File: config.mk
export PLATFORM = sky130hd
export DESIGN_NAME = resv_monitor
export DESIGN_NICKNAME = d
export VERILOG_FILES = /design/src/rtl/resv_pkg.sv /design/src/rtl/resv_slot.sv /design/src/rtl/fail_tracker.sv /design/src/rtl/resv_monitor.sv
export SDC_FILE = /design/constraint.sdc
export NUM_CORES = 1
export LEC_CHECK = 0
export CORE_ASPECT_RATIO = 0.6
export CORE_UTILIZATION = 55
export DETAILED_ROUTE_END_ITERATION = 16
export GPL_ROUTABILITY_DRIVEN = 0
export GPL_TIMING_DRIVEN = 0
export PLACE_DENSITY = 0.75
export SLEW_MARGIN = 30
export SYNTH_ARGS = -nofsm -noshare
export SYNTH_HDL_FRONTEND = slang
export SYNTH_HIERARCHICAL = 1
export SYNTH_SLANG_ARGS = --single-unit
File: constraint.sdc
create_clock -name clk -period 9.6 [get_ports clk]
set_clock_uncertainty 0.1 [all_clocks]
set_input_delay 1.92 -clock clk [delete_from_list [all_inputs] [get_ports clk]]
set_output_delay 1.92 -clock clk [all_outputs]
set_load 0.005 [all_outputs]
File: src/rtl/resv_pkg.sv
// Shared encodings for the reservation monitor.
// Assumes a 2-bit request kind and a 2-bit store-conditional result.
package resv_pkg;

    typedef enum logic [1:0] {
        REQ_LOAD       = 2'd0,
        REQ_LOCK_LOAD  = 2'd1,
        REQ_STORE      = 2'd2,
        REQ_COND_STORE = 2'd3
    } req_kind_e;

    localparam logic [1:0] SC_FAIL   = 2'd0;
    localparam logic [1:0] SC_PASS   = 2'd1;
    localparam logic [1:0] SC_BYPASS = 2'd2;

    // log2 of the reservation match granule in bytes
    localparam int BLK_SHIFT = 4;

endpackage

File: src/rtl/resv_slot.sv
// One context's reservation register: a block address and a valid flag.
// Assumes set_i and clr_i are never both relevant in one cycle; set wins.
// The block address is the request address with the granule offset removed.
module resv_slot #(
    parameter int BLK_W = 60
) (
    input  logic             clk,
    input  logic             rst_n,
    input  logic             set_i,
    input  logic             clr_i,
    input  logic [BLK_W-1:0] blk_i,
    output logic             valid_o,
    output logic             match_o
);

    logic [BLK_W-1:0] resv_blk;

    // Arm on a locked load, drop on an invalidation.
    always_ff @(posedge clk) begin
        if (!rst_n) begin
            valid_o  <= 1'b0;
            resv_blk <= '0;
        end else if (set_i) begin
            valid_o  <= 1'b1;
            resv_blk <= blk_i;
        end else if (clr_i) begin
            valid_o  <= 1'b0;
        end
    end

    // Compare the stored block with the block on the request bus.
    always_comb match_o = (resv_blk == blk_i);


    only_armed_by_lock_chk: assert property (@(posedge clk) disable iff (!rst_n)
        !set_i |=> !$rose(valid_o));


    clear_drops_flag_chk: assert property (@(posedge clk) disable iff (!rst_n)
        (clr_i && !set_i) |=> !valid_o);

endmodule

File: src/rtl/fail_tracker.sv
// Consecutive store-conditional failure counter for one context.
// A phase counter running modulo WARN_PERIOD yields the warning pulse
// without a divider. Assumes clr_i and inc_i are never both set.
module fail_tracker #(
    parameter int CNT_W       = 32,
    parameter int WARN_PERIOD = 100000
) (
    input  logic             clk,
    input  logic             rst_n,
    input  logic             inc_i,
    input  logic             clr_i,
    output logic [CNT_W-1:0] count_o,
    output logic             warn_o
);

    localparam int PH_W = (WARN_PERIOD > 1) ? $clog2(WARN_PERIOD) : 1;
    localparam logic [PH_W-1:0] PH_LAST = PH_W'(WARN_PERIOD - 1);

    logic [PH_W-1:0] phase;

    // Count failures, track the period phase and form the warning pulse.
    always_ff @(posedge clk) begin
        if (!rst_n) begin
            count_o <= '0;
            phase   <= '0;
            warn_o  <= 1'b0;
        end else begin
            warn_o <= inc_i && (phase == PH_LAST);
            if (clr_i) begin
                count_o <= '0;
                phase   <= '0;
            end else if (inc_i) begin
                count_o <= count_o + 1'b1;
                phase   <= (phase == PH_LAST) ? '0 : phase + 1'b1;
            end
        end
    end


    clear_zero_chk: assert property (@(posedge clk) disable iff (!rst_n)
        clr_i |=> (count_o == '0));


    step_one_chk: assert property (@(posedge clk) disable iff (!rst_n)
        (inc_i && !clr_i) |=> (count_o == $past(count_o) + CNT_W'(1)));


    warn_follows_fail_chk: assert property (@(posedge clk) disable iff (!rst_n)
        warn_o |-> $past(inc_i));

endmodule

File: src/rtl/resv_monitor.sv
// Load-locked / store-conditional reservation monitor for N_CTX contexts.
// Decodes one request per cycle, judges store-conditionals against the
// issuer's reservation, invalidates matching reservations on every store
// that commits, and counts consecutive failures per context.
// Assumes at most one request per cycle; outputs lag requests by one cycle.
module resv_monitor #(
    parameter int N_CTX       = 4,
    parameter int ADDR_W      = 64,
    parameter int CNT_W       = 32,
    parameter int WARN_PERIOD = 100000
) (
    input  logic                       clk,
    input  logic                       rst_n,
    input  logic                       req_valid,
    input  logic [$clog2(N_CTX)-1:0]   req_ctx,
    input  logic [ADDR_W-1:0]          req_addr,
    input  logic [1:0]                 req_kind,
    input  logic                       req_uncached,
    output logic                       sc_valid,
    output logic [1:0]                 sc_result,
    output logic                       mem_wr_en,
    output logic [N_CTX-1:0]           fail_warn,
    output logic [N_CTX*CNT_W-1:0]     fail_count
);

    import resv_pkg::*;

    localparam int CTX_W = $clog2(N_CTX);
    localparam int BLK_W = ADDR_W - BLK_SHIFT;

    req_kind_e          kind;
    logic               is_ll, is_st, is_sc, sc_uc, sc_pass, sc_fail, commit;
    logic [BLK_W-1:0]   req_blk;
    logic [N_CTX-1:0]   slot_valid, slot_match, slot_hit, own;

    // Decode the request and settle the store-conditional outcome.
    always_comb begin
        kind    = req_kind_e'(req_kind);
        req_blk = req_addr[ADDR_W-1:BLK_SHIFT];
        is_ll   = req_valid && (kind == REQ_LOCK_LOAD);
        is_st   = req_valid && (kind == REQ_STORE);
        is_sc   = req_valid && (kind == REQ_COND_STORE);
        sc_uc   = is_sc && req_uncached;
        sc_pass = is_sc && !req_uncached && slot_hit[req_ctx];
        sc_fail = is_sc && !req_uncached && !slot_hit[req_ctx];
        commit  = is_st || sc_uc || sc_pass;
    end

    generate
        for (genvar c = 0; c < N_CTX; c++) begin : g_ctx
            // Mark the issuing context and its live block hit.
            always_comb begin
                own[c]      = (req_ctx == CTX_W'(c));
                slot_hit[c] = slot_valid[c] && slot_match[c];
            end

            resv_slot #(.BLK_W(BLK_W)) u_slot (
                .clk     (clk),
                .rst_n   (rst_n),
                .set_i   (is_ll && own[c]),
                .clr_i   ((commit && slot_match[c]) || (sc_fail && own[c])),
                .blk_i   (req_blk),
                .valid_o (slot_valid[c]),
                .match_o (slot_match[c])
            );

            fail_tracker #(.CNT_W(CNT_W), .WARN_PERIOD(WARN_PERIOD)) u_fail (
                .clk     (clk),
                .rst_n   (rst_n),
                .inc_i   (sc_fail && own[c]),
                .clr_i   ((sc_pass || sc_uc) && own[c]),
                .count_o (fail_count[c*CNT_W +: CNT_W]),
                .warn_o  (fail_warn[c])
            );
        end
    endgenerate

    // Register the result code and the memory write enable.
    always_ff @(posedge clk) begin
        if (!rst_n) begin
            sc_valid  <= 1'b0;
            sc_result <= SC_FAIL;
            mem_wr_en <= 1'b0;
        end else begin
            sc_valid  <= is_sc;
            sc_result <= sc_uc ? SC_BYPASS : (sc_pass ? SC_PASS : SC_FAIL);
            mem_wr_en <= commit;
        end
    end


    fail_no_write_chk: assert property (@(posedge clk) disable iff (!rst_n)
        (sc_valid && sc_result == SC_FAIL) |-> !mem_wr_en);


    legal_code_chk: assert property (@(posedge clk) disable iff (!rst_n)
        sc_valid |-> (sc_result != 2'd3));


    load_silent_chk: assert property (@(posedge clk) disable iff (!rst_n)
        (req_valid && req_kind == 2'd0) |=> (!mem_wr_en && !sc_valid));


    bypass_writes_chk: assert property (@(posedge clk) disable iff (!rst_n)
        (sc_valid && sc_result == SC_BYPASS) |-> mem_wr_en);


    warn_at_most_one_chk: assert property (@(posedge clk) disable iff (!rst_n)
        $onehot0(fail_warn));

endmodule

Word-level counts from Yosys, hierarchy flattened. Index checks and enable logic that the tools add are counted.

Register bits after elaboration: 448. Bits in latches: 0. Memory bits (writable): 0. ROM bits: 0. Bits of input ports: 72. Output and inout bits: 136. Memories kept: 0.

$add $sub $neg: 8. $mul: 0. Divide/modulo/power cells: 0. Magnitude comparators: 1. Equal/unequal tests: 14. Shifts and indexed selects: 0. Muxes and demuxes: 16. Bitwise operators: 1. Reduce and logical (&&, ||, !) cells: 50.

Operator list (count): 60-bit equality test (4); 32-bit by 1-bit adder with 32-bit output (second input constant) (4); 17-bit by 1-bit adder with 17-bit output (second input constant) (4); 17-bit equality test (second input constant) (4); 17-bit two-way mux (4); 1-bit logical AND (31); 1-bit two-way mux (10); 2-bit OR reduction (5); 2-bit equality test (second input constant) (4); 2-bit nonzero test (4); 1-bit logical OR (7); 2-bit by 1-bit equality test with 1-bit output (second input constant) (2); 2-bit by 3-bit less-than comparator with 1-bit output (second input constant) (1); 1-bit binary-select mux with 2-bit select (1); 1-bit logical NOT (2); 2-bit logical NOT (1); 2-bit two-way mux (1); 1-bit NOT (1).

Depth between registers and ports, before layout. Gate-level depths: netlist of the first run.

Depth after elaboration: 10. Depth in mapped cells: 14. Depth with buffers taken out: 12.

Modules after synthesis. Netlist of the first run, hierarchy kept.

Modules (own cells, without submodules): resv_slot (instances 4, cells an instance 276, area an instance 2924.1 um2, sequential area each 1221.2 um2); fail_tracker (instances 4, cells an instance 275, area an instance 2347.3 um2, sequential area each 1001.0 um2); resv_monitor (instances 1, cells an instance 49, area an instance 385.4 um2, sequential area each 80.1 um2).

Worst setup path after synthesis of the first run. No wires, ideal clock.

Path type: input to register. From: input req_addr[50]. To: register g_ctx[0].u_fail.phase[15]. Setup time: 0.071 ns. Arrival time: 4.391 ns. Slack: 5.038 ns. Stages on the path: 13. Buffers on the path: 1. Path through: xor2_1 nor4_1 nand4_1 nor4_2 nand4_1 and4_1 nand3b_1 nor3_1 buf_2 nand4_1 or2_2 or4_1 a21oi_1.

Longest elaborated chain between the ends: 8.

RTL lines: from (decl) (line resv_monitor.sv:16) `input logic [ADDR_W-1:0] req_addr,`; 60-bit equality test (*) (line resv_slot.sv:32) `always_comb match_o = (resv_blk == blk_i);`; named net slot_match[3] (line resv_monitor.sv:34) `logic [N_CTX-1:0] slot_valid, slot_match, slot_hit, own;`; 1-bit logical AND (*) (line resv_monitor.sv:54) `slot_hit[c] = slot_valid[c] && slot_match[c];`; 1-bit binary-select mux with 2-bit select (*) (line resv_monitor.sv:44, resv_monitor.sv:45); 1-bit two-way mux (implied by the code) (*) (line resv_monitor.sv:44, resv_monitor.sv:45); 1-bit logical AND (line resv_monitor.sv:44) `sc_pass = is_sc && !req_uncached && slot_hit[req_ctx];`; 1-bit logical OR (line resv_monitor.sv:71) `.clr_i ((sc_pass || sc_uc) && own[c]),`; 1-bit logical AND (line resv_monitor.sv:71); 2-bit OR reduction (no line); to (signal assigned) (line fail_tracker.sv:34) `phase <= (phase == PH_LAST) ? '0 : phase + 1'b1;`; to (decl) (line fail_tracker.sv:19) `logic [PH_W-1:0] phase;`.

The timed path passes the listed nets; every way through them passes the cells marked *. The select of a mux whose other input is x is not followed. A chain may end at the register's enable or synchronous reset.

Worst setup path in the final report of the first run.
From: input req_addr[63]. To: register g_ctx[0].u_fail.count_o[17].

Longest elaborated chain between the ends: 8.

RTL lines: 60-bit equality test (*) (line resv_slot.sv:32); named net slot_match[1] (line resv_monitor.sv:34); 1-bit logical AND (*) (line resv_monitor.sv:54); 1-bit binary-select mux with 2-bit select (*) (line resv_monitor.sv:44, resv_monitor.sv:45); 1-bit two-way mux (implied by the code) (*) (line resv_monitor.sv:44, resv_monitor.sv:45); 1-bit logical AND (line resv_monitor.sv:44); 1-bit logical OR (line resv_monitor.sv:71); 1-bit logical AND (line resv_monitor.sv:71); 2-bit OR reduction (no line); to (signal assigned) (line fail_tracker.sv:33) `count_o <= count_o + 1'b1;`; to (decl) (line fail_tracker.sv:12) `output logic [CNT_W-1:0] count_o,`.

Marked as above.

==> flow_summary_export.csv, run 1 <==
group,metric,value,unit
layout,final_cell_mix,"dfxtp_1 (448), xor2_1 (264), mux2i_1 (248), nor2b_1 (248), clkdlybuf4s50_1 (202)",
power_and_ir_drop,peakVddDrop,0.000105,V
cts,clockRootBuffer,"clkbuf_16",
routing,ant_nets,0,
run,cap_violations,0,
worst_setup_path,path_buf_inv,3,
worst_hold_path,min-delay-start,"g_ctx[0].u_fail/phase[16]$_SDFFE_PP0P_",
logic_synthesis,synth.yosys.seq_area_share,41.8,%
worst_setup_path,slowest_stage,"nor4_2",
global_routing,gr-total-overflow,0,
worst_hold_path,hp-class,"register to register",
worst_hold_path,whs_path_depth,2,
sta,rsz0062_at_grt,"no",
worst_setup_path,timing.rr.end,"g_ctx[0].u_fail/count_o[17]$_SDFFE_PP0P_",
worst_setup_path,cp_top_family,"simple AND/OR/NAND/NOR gates",
logic_synthesis,netlist_area,0.0215,mm^2
cts,insertion_delay,0.57,ns
layout,final_common_cell,"dfxtp_1",
routing,post-route-drc-count,0,
worst_hold_path,min_to,"g_ctx[0].u_fail/phase[16]$_SDFFE_PP0P_",
sta,tightestPinTransition,0.965,ns
worst_setup_path,critPathKind,"input port to register",
worst_setup_path,path_cells,"clkdlybuf4s50_1, xor2_1, nor4_2, nand4_1, nor4_2, nand4b_2, and4_1, nand3b_1, nor3_1, nand4_1, or4_1, clkbuf_1, clkbuf_1, o21ai_0, a21oi_1",
cts,cts_num_sinks,448,
sta,fin_crit,6.40,ns
sta,hold_viol,0,
layout,fin_area,0.0256,mm^2
global_routing,grt_pass1_vias,16900,
sta,relSlewSlack,35.1,%
routing,dr.pass1.iters,7,
place,portBuffers,203,
global_routing,grt_max_degree,29,
cts,cts_hold_buf,0,
layout,drive_above_1_share,6.39,%
logic_synthesis,ys_types,45,
sta,finalMaxSlewViolations,0,
die,die_area,0.0399,mm^2
cts,h-tree-depth,2,
cts,tritoncts,"done",
place,dpl_cell_area,0.0242,mm^2
layout,area_growth,19.3,%
logic_synthesis,synthCells,2253,
worst_setup_path,slowest_delay,0.87,ns
die,coreArea,0.0381,mm^2
routing,avgRoutedWirePerCell,20.1,um
worst_setup_path,start_kind,"input port",
logic_synthesis,synth_edf_count,0,
status,status,"complete, no violations",
worst_setup_path,r2r_cells,14,
sta,max_freq,0.156,GHz
logic_synthesis,syn_avg_cell_area,9.53,um^2
die,initial_utilization,56.4,%
cts,cts_resized,0,
worst_setup_path,crit_arrival,6.78,ns
routing,dr.first_iter.drc_count,1434,
global_routing,antenna_found_initial,1,
layout,layout.nets,2581,
die,die-height,155,um
cts,clk_pin_slew,0.07,ns
worst_setup_path,reg2reg_from,"g_ctx[1].u_slot/resv_blk[59]$_SDFFE_PN0P_",
routing,drt-total-wl,61200,um
worst_setup_path,path_max_fanout,10,
power_and_ir_drop,cellPowerDensity,150,mW/mm^2
cts,cts_buffers,42,
global_routing,grtUsageTotal,29.8,%
place,hpwlAfterDp,44200,um
die,rows,55,
sta,setup_viol,0,
cts,cts.path.max_buffers,3,
worst_setup_path,cp.required,9.98,ns
die,fp.dieW,257,um
worst_setup_path,end_kind,"register",
logic_synthesis,synth-seq-cells,448,
worst_setup_path,critPathLaunch,"req_addr[63]",
logic_synthesis,synth_flop_cell,"dfxtp_1",
sta,finalSetupTns,0,ns
sta,post-route-period-util,66.7,%
logic_synthesis,syn_nets,2333,
die,io_pins,208,
power_and_ir_drop,power_leakage,8.67,nW
logic_synthesis,yosysWarnings,6,
routing,vias_per_cell,5.82,
routing,vias,17700,
cts,post_cts_buffers,0,
worst_setup_path,r2r_setup_slack,4.93,ns
global_routing,grt_pass1_wl,93700,um
logic_synthesis,synthArstFlopShare,0,%
layer usage:
| layer | share of wire [%] | GRT usage [%] | vias up | wire (um) |
|---|---|---|---|---|
| met5 | 0 | 0 | - | 0 |
| met4 | 2.0 | 7.62 | 0 | 1250 |
| met3 | 7.3 | 5.49 | 95 | 4450 |
| met2 | 43 | 45.7 | 607 | 26500 |
| met1 | 47 | 43.0 | 8621 | 29000 |
| li1 | - | - | 8409 | - |
tightest hold or removal path, delay by kind of cell (launching register included):
family / cells / cell delay (ns)
AO/OA/AOI/OAI: 2 / 0.12
flip-flops: 1 / 0.32
logic make-up (layout without fill, tap and decap cells):
logic type               Yosys count  count (layout)  share of synthesized area, %
AND/OR/NAND/NOR                  857             857                          23.5
flip-flops                       448             448                          41.8
XOR/XNOR                         328             328                          13.4
multiplexers                     248             248                          11.6
AO/OA/AOI/OAI                    218             218                          6.30
buffers and inverters            146             427                          3.00
adder cells (fa/ha/maj)            8               8                         0.466
other                              0               1                             0
metrics by stage:
stage | setup WS, ns | instances | total power, mW | hold WS (ns) | util [%]
after floorplan | 5.04 | 2253 | 2.04 | 0.352 | -
after global placement | 2.27 | 2969 | 2.15 | 0.363 | 63.4
after detailed placement | 2.68 | 2970 | 2.16 | 0.378 | 63.6
after CTS | 3.26 | 3047 | 3.86 | 0.388 | 67.2
after global routing | 3.09 | 3047 | 3.95 | 0.410 | 67.3
final | 3.20 | 3048 | 3.84 | 0.385 | 67.3
synthesized netlist by cell type, types with 5 or more instances:
library cell	count	area share, %
xnor2_1	64	2.6
nand4_1	45	1.3
or4_1	45	1.6
and3_1	18	0.52
dfxtp_1	448	42
a21oi_1	92	2.1
nand2b_1	14	0.41
and4_1	9	0.37
or3_1	51	1.5
nor3_1	39	0.91
o21ai_0	49	1.1
o31ai_1	36	1.3
nand2_1	70	1.2
buf_6	6	0.31
ha_1	8	0.47
nand3_1	64	1.5
o21a_1	12	0.42
inv_1	44	0.77
nor4_1	80	2.3
mux2i_1	248	12
buf_2	40	0.93
o41ai_1	12	0.49
nor2b_1	248	7.2
clkbuf_1	52	0.91
and2_1	5	0.15
xor2_1	264	11
nand4_2	8	0.47
o311ai_0	8	0.33
nor4b_1	12	0.49
or2_2	16	0.47
nor2_1	109	1.9
worst max path at each step:
stage                                                     to  slack, ns  cells after the start
floorplan             g_ctx[0].u_fail/phase[15]$_SDFFE_PP0P_       5.04                     13
global placement    g_ctx[0].u_fail/count_o[23]$_SDFFE_PP0P_       2.27                     15
detailed placement  g_ctx[0].u_fail/count_o[17]$_SDFFE_PP0P_       2.68                     15
CTS                 g_ctx[0].u_fail/count_o[17]$_SDFFE_PP0P_       3.26                     15
global route        g_ctx[0].u_fail/count_o[19]$_SDFFE_PP0P_       3.09                     15
finish              g_ctx[0].u_fail/count_o[17]$_SDFFE_PP0P_       3.20                     15
registers in the layout, summed over array words and instances (netlist names):
signal	cells
sc_result	2
g_ctx.u_slot/resv_blk	240
g_ctx.u_slot/valid_o	4
mem_wr_en	1
g_ctx.u_fail/warn_o	4
g_ctx.u_fail/phase	68
g_ctx.u_fail/count_o	128
sc_valid	1
area by class of cell:
class,instances,area [um^2]
fill,3037,12400
multi-input combinational,1659,11900
sequential,448,8970
timing repair buffer,204,2050
clock buffer,65,1290
tap,513,642
buffer,102,478
inverter,44,165
clock inverter,12,115
antenna,1,2.50
power by group:
part | internal, mW | switching, mW | total, mW
Clock | 0.982 | 0.738 | 1.72
Combinational | 0.0945 | 0.145 | 0.239
Sequential | 1.87 | 0.00982 | 1.88
Note: power is estimated with default switching activity, not from simulation.
==> run 2, diff against run 1 <==
CORE_UTILIZATION = 52   (was 55)
clock period = 5.1 ns   (was 9.6 ns; I/O delays follow)
==> run 2 against run 1 <==
Against the previous run:
- worst hold slack better by 0.0060 ns
- combinational power up 92%
- via count about the same
- first-iteration DRC count up 6.6%
- setup slack worse by 3.2 ns
- final cell count up 0.52%
- non-clock buffer count up 2
- global-route usage down 1.3 points
- largest power group unchanged
==> flow_summary_export.csv, run 2 (synthesized netlist as in run 1, its figures left out) <==
group,metric,value,unit
sta,fin_hold_ws,0.391,ns
die,coreArea,0.0406,mm^2
routing,post-route-drc-count,0,
global_routing,grt_pass1_wl,95100,um
routing,avgRoutedWirePerCell,20.2,um
sta,hold_viol,0,
layout,area_growth,19.9,%
cts,clockRootBuffer,"clkbuf_16",
power_and_ir_drop,power_leakage,8.77,nW
routing,vias,17700,
place,portBuffers,203,
die,die-height,159,um
worst_setup_path,reg2reg_from,"g_ctx[0].u_slot/resv_blk[43]$_SDFFE_PN0P_",
worst_setup_path,critPathLaunch,"req_addr[50]",
sta,setup_viol,0,
cts,cts.path.max_buffers,3,
worst_setup_path,critPathKind,"input port to register",
cts,clk_pin_slew,0.06,ns
worst_setup_path,slowest_delay,0.77,ns
routing,met1_length,30600,um
sta,relSlewSlack,48.5,%
layout,layout.nets,2585,
status,status,"complete, no violations",
die,die_area,0.0421,mm^2
worst_setup_path,path_cells,"clkdlybuf4s50_1, xor2_1, nor4_1, nand4_1, nor4_2, nand4_1, and4_1, nand3b_1, nor2_2, nand4_1, or4_1, clkbuf_2, clkbuf_2, o31ai_1, a21oi_1",
power_and_ir_drop,cellPowerDensity,281,mW/mm^2
routing,vias_per_cell,5.78,
place,hpwlAfterDp,45000,um
sta,post-route-period-util,99.3,%
worst_setup_path,critPathCapture,"g_ctx[1].u_fail/count_o[21]$_SDFFE_PP0P_",
layout,reg.largest.list,"g_ctx.u_slot/resv_blk: 240 flops, g_ctx.u_fail/count_o: 128 flops, g_ctx.u_fail/phase: 68 flops",
routing,top_layer,"met4",
worst_setup_path,r2r_cells,15,
global_routing,antenna_found_initial,5,
worst_setup_path,end_kind,"register",
worst_setup_path,path_max_fanout,10,
global_routing,grtUsageTotal,28.5,%
die,initial_utilization,52.9,%
sta,max_freq,0.198,GHz
cts,cts_num_sinks,448,
sta,finalMaxSlewViolations,0,
layout,final_common_cell,"dfxtp_1",
run,cap_violations,0,
worst_setup_path,start_kind,"input port",
layout,final_cell_mix,"dfxtp_1 (448), xor2_1 (258), mux2i_1 (248), nor2b_1 (248), clkdlybuf4s50_1 (197)",
sta,finalSetupTns,0,ns
cts,cts_buffers,44,
global_routing,grt_pass1_vias,16700,
sta,fin_ws,0.0375,ns
cts,tritoncts,"done",
die,rows,57,
routing,dr.pass1.iters,5,
cts,h-tree-depth,2,
layout,drive_above_1_share,7.12,%
routing,dr.first_iter.drc_count,1528,
sta,rsz0062_at_grt,"no",
sta,fin_crit,5.06,ns
layout,largest_reg_flops,240,
global_routing,gr-total-overflow,0,
die,io_pins,208,
worst_setup_path,r2r_setup_slack,0.81,ns
worst_hold_path,hp-class,"register to register",
routing,met2_length,25600,um
worst_setup_path,crit_arrival,5.36,ns
global_routing,grt_max_degree,32,
layout,fillerInstances,3294,
worst_setup_path,cp.required,5.40,ns
worst_setup_path,crit_top_cell,"nand4_1",
worst_setup_path,slowest_stage,"clkdlybuf4s50_1",
layout,largest-register,"g_ctx.u_slot/resv_blk",
sta,tightestPinTransition,0.764,ns
routing,wl_met3,4630,um
place,place_ws,-0.845,ns
cts,insertion_delay,0.55,ns
die,fp.dieW,264,um
routing,ant_nets,0,
routing,drt-total-wl,61800,um
worst_setup_path,timing.rr.end,"g_ctx[1].u_fail/count_o[21]$_SDFFE_PP0P_",
power_and_ir_drop,peakVddDrop,0.000186,V
[run 2: critical path, delay by kind of cell]
kind            cells  cell delay (ns)
buf+inv             3             1.26
compound gates      2             0.39
simple gates        9             2.30
xor+xnor            1             0.39
[run 2: worst min-delay path by stage]
stage / from / to / slack, ns / cells after the start
floorplan: g_ctx[0].u_fail/phase[16]$_SDFFE_PP0P_ / g_ctx[0].u_fail/phase[16]$_SDFFE_PP0P_ / 0.35 / 2
global placement: g_ctx[1].u_fail/phase[16]$_SDFFE_PP0P_ / g_ctx[1].u_fail/phase[16]$_SDFFE_PP0P_ / 0.36 / 2
detailed placement: g_ctx[3].u_fail/phase[16]$_SDFFE_PP0P_ / g_ctx[3].u_fail/phase[16]$_SDFFE_PP0P_ / 0.38 / 2
CTS: g_ctx[3].u_fail/phase[16]$_SDFFE_PP0P_ / g_ctx[3].u_fail/phase[16]$_SDFFE_PP0P_ / 0.39 / 2
global route: g_ctx[2].u_fail/count_o[31]$_SDFFE_PP0P_ / g_ctx[2].u_fail/count_o[31]$_SDFFE_PP0P_ / 0.42 / 2
finish: g_ctx[3].u_fail/phase[16]$_SDFFE_PP0P_ / g_ctx[3].u_fail/phase[16]$_SDFFE_PP0P_ / 0.39 / 2
[run 2: what timing repair did]
item | CTS | global route
endpoints found under the setup margin | 79 | 152
pin swaps | 0 | 1
setup buffers | 0 | 0
hold buffers | 0 | 0
gates resized for setup | 8 | 28
[run 2: power by group]
part / switching (mW) / leakage, nW / total [mW] / internal, mW
Combinational: 0.279 / 4.48 / 0.459 / 0.180
Clock: 1.37 / 0.681 / 3.22 / 1.85
Sequential: 0.0188 / 3.61 / 3.54 / 3.52
Total: 1.67 / 8.77 / 7.22 / 5.55
[run 2: cell type report]
cell class	count	area, um^2	area share (%)
multi-input cells	1659	12000	46.6
well taps	531	664	2.58
repair buffers	206	2070	8.06
clock buffers	64	1300	5.04
clock inverters	6	80.1	0.311
inverters	44	165	0.641
diodes	4	10.0	0.0389
flip-flops and latches	448	8970	34.8
plain buffers	102	488	1.89
[run 2: per-stage QoR]
step	total power, mW	utilization (%)	cells	instance area (um^2)
2_1_floorplan	3.84	-	2253	21500
3_3_place_gp	4.05	59.6	2987	24200
3_5_place_dp	4.06	59.7	2990	24200
4_1_cts	7.25	63.2	3060	25600
5_1_grt	7.45	63.5	3062	25700
6_report	7.22	63.5	3064	25800
[run 2: routing by layer]
layer  global-route usage (%)  vias up
met5                        0        -
met4                     5.42        0
met2                     41.4      593
li1                         -     8419
met1                     43.8     8634
met3                     4.96       71
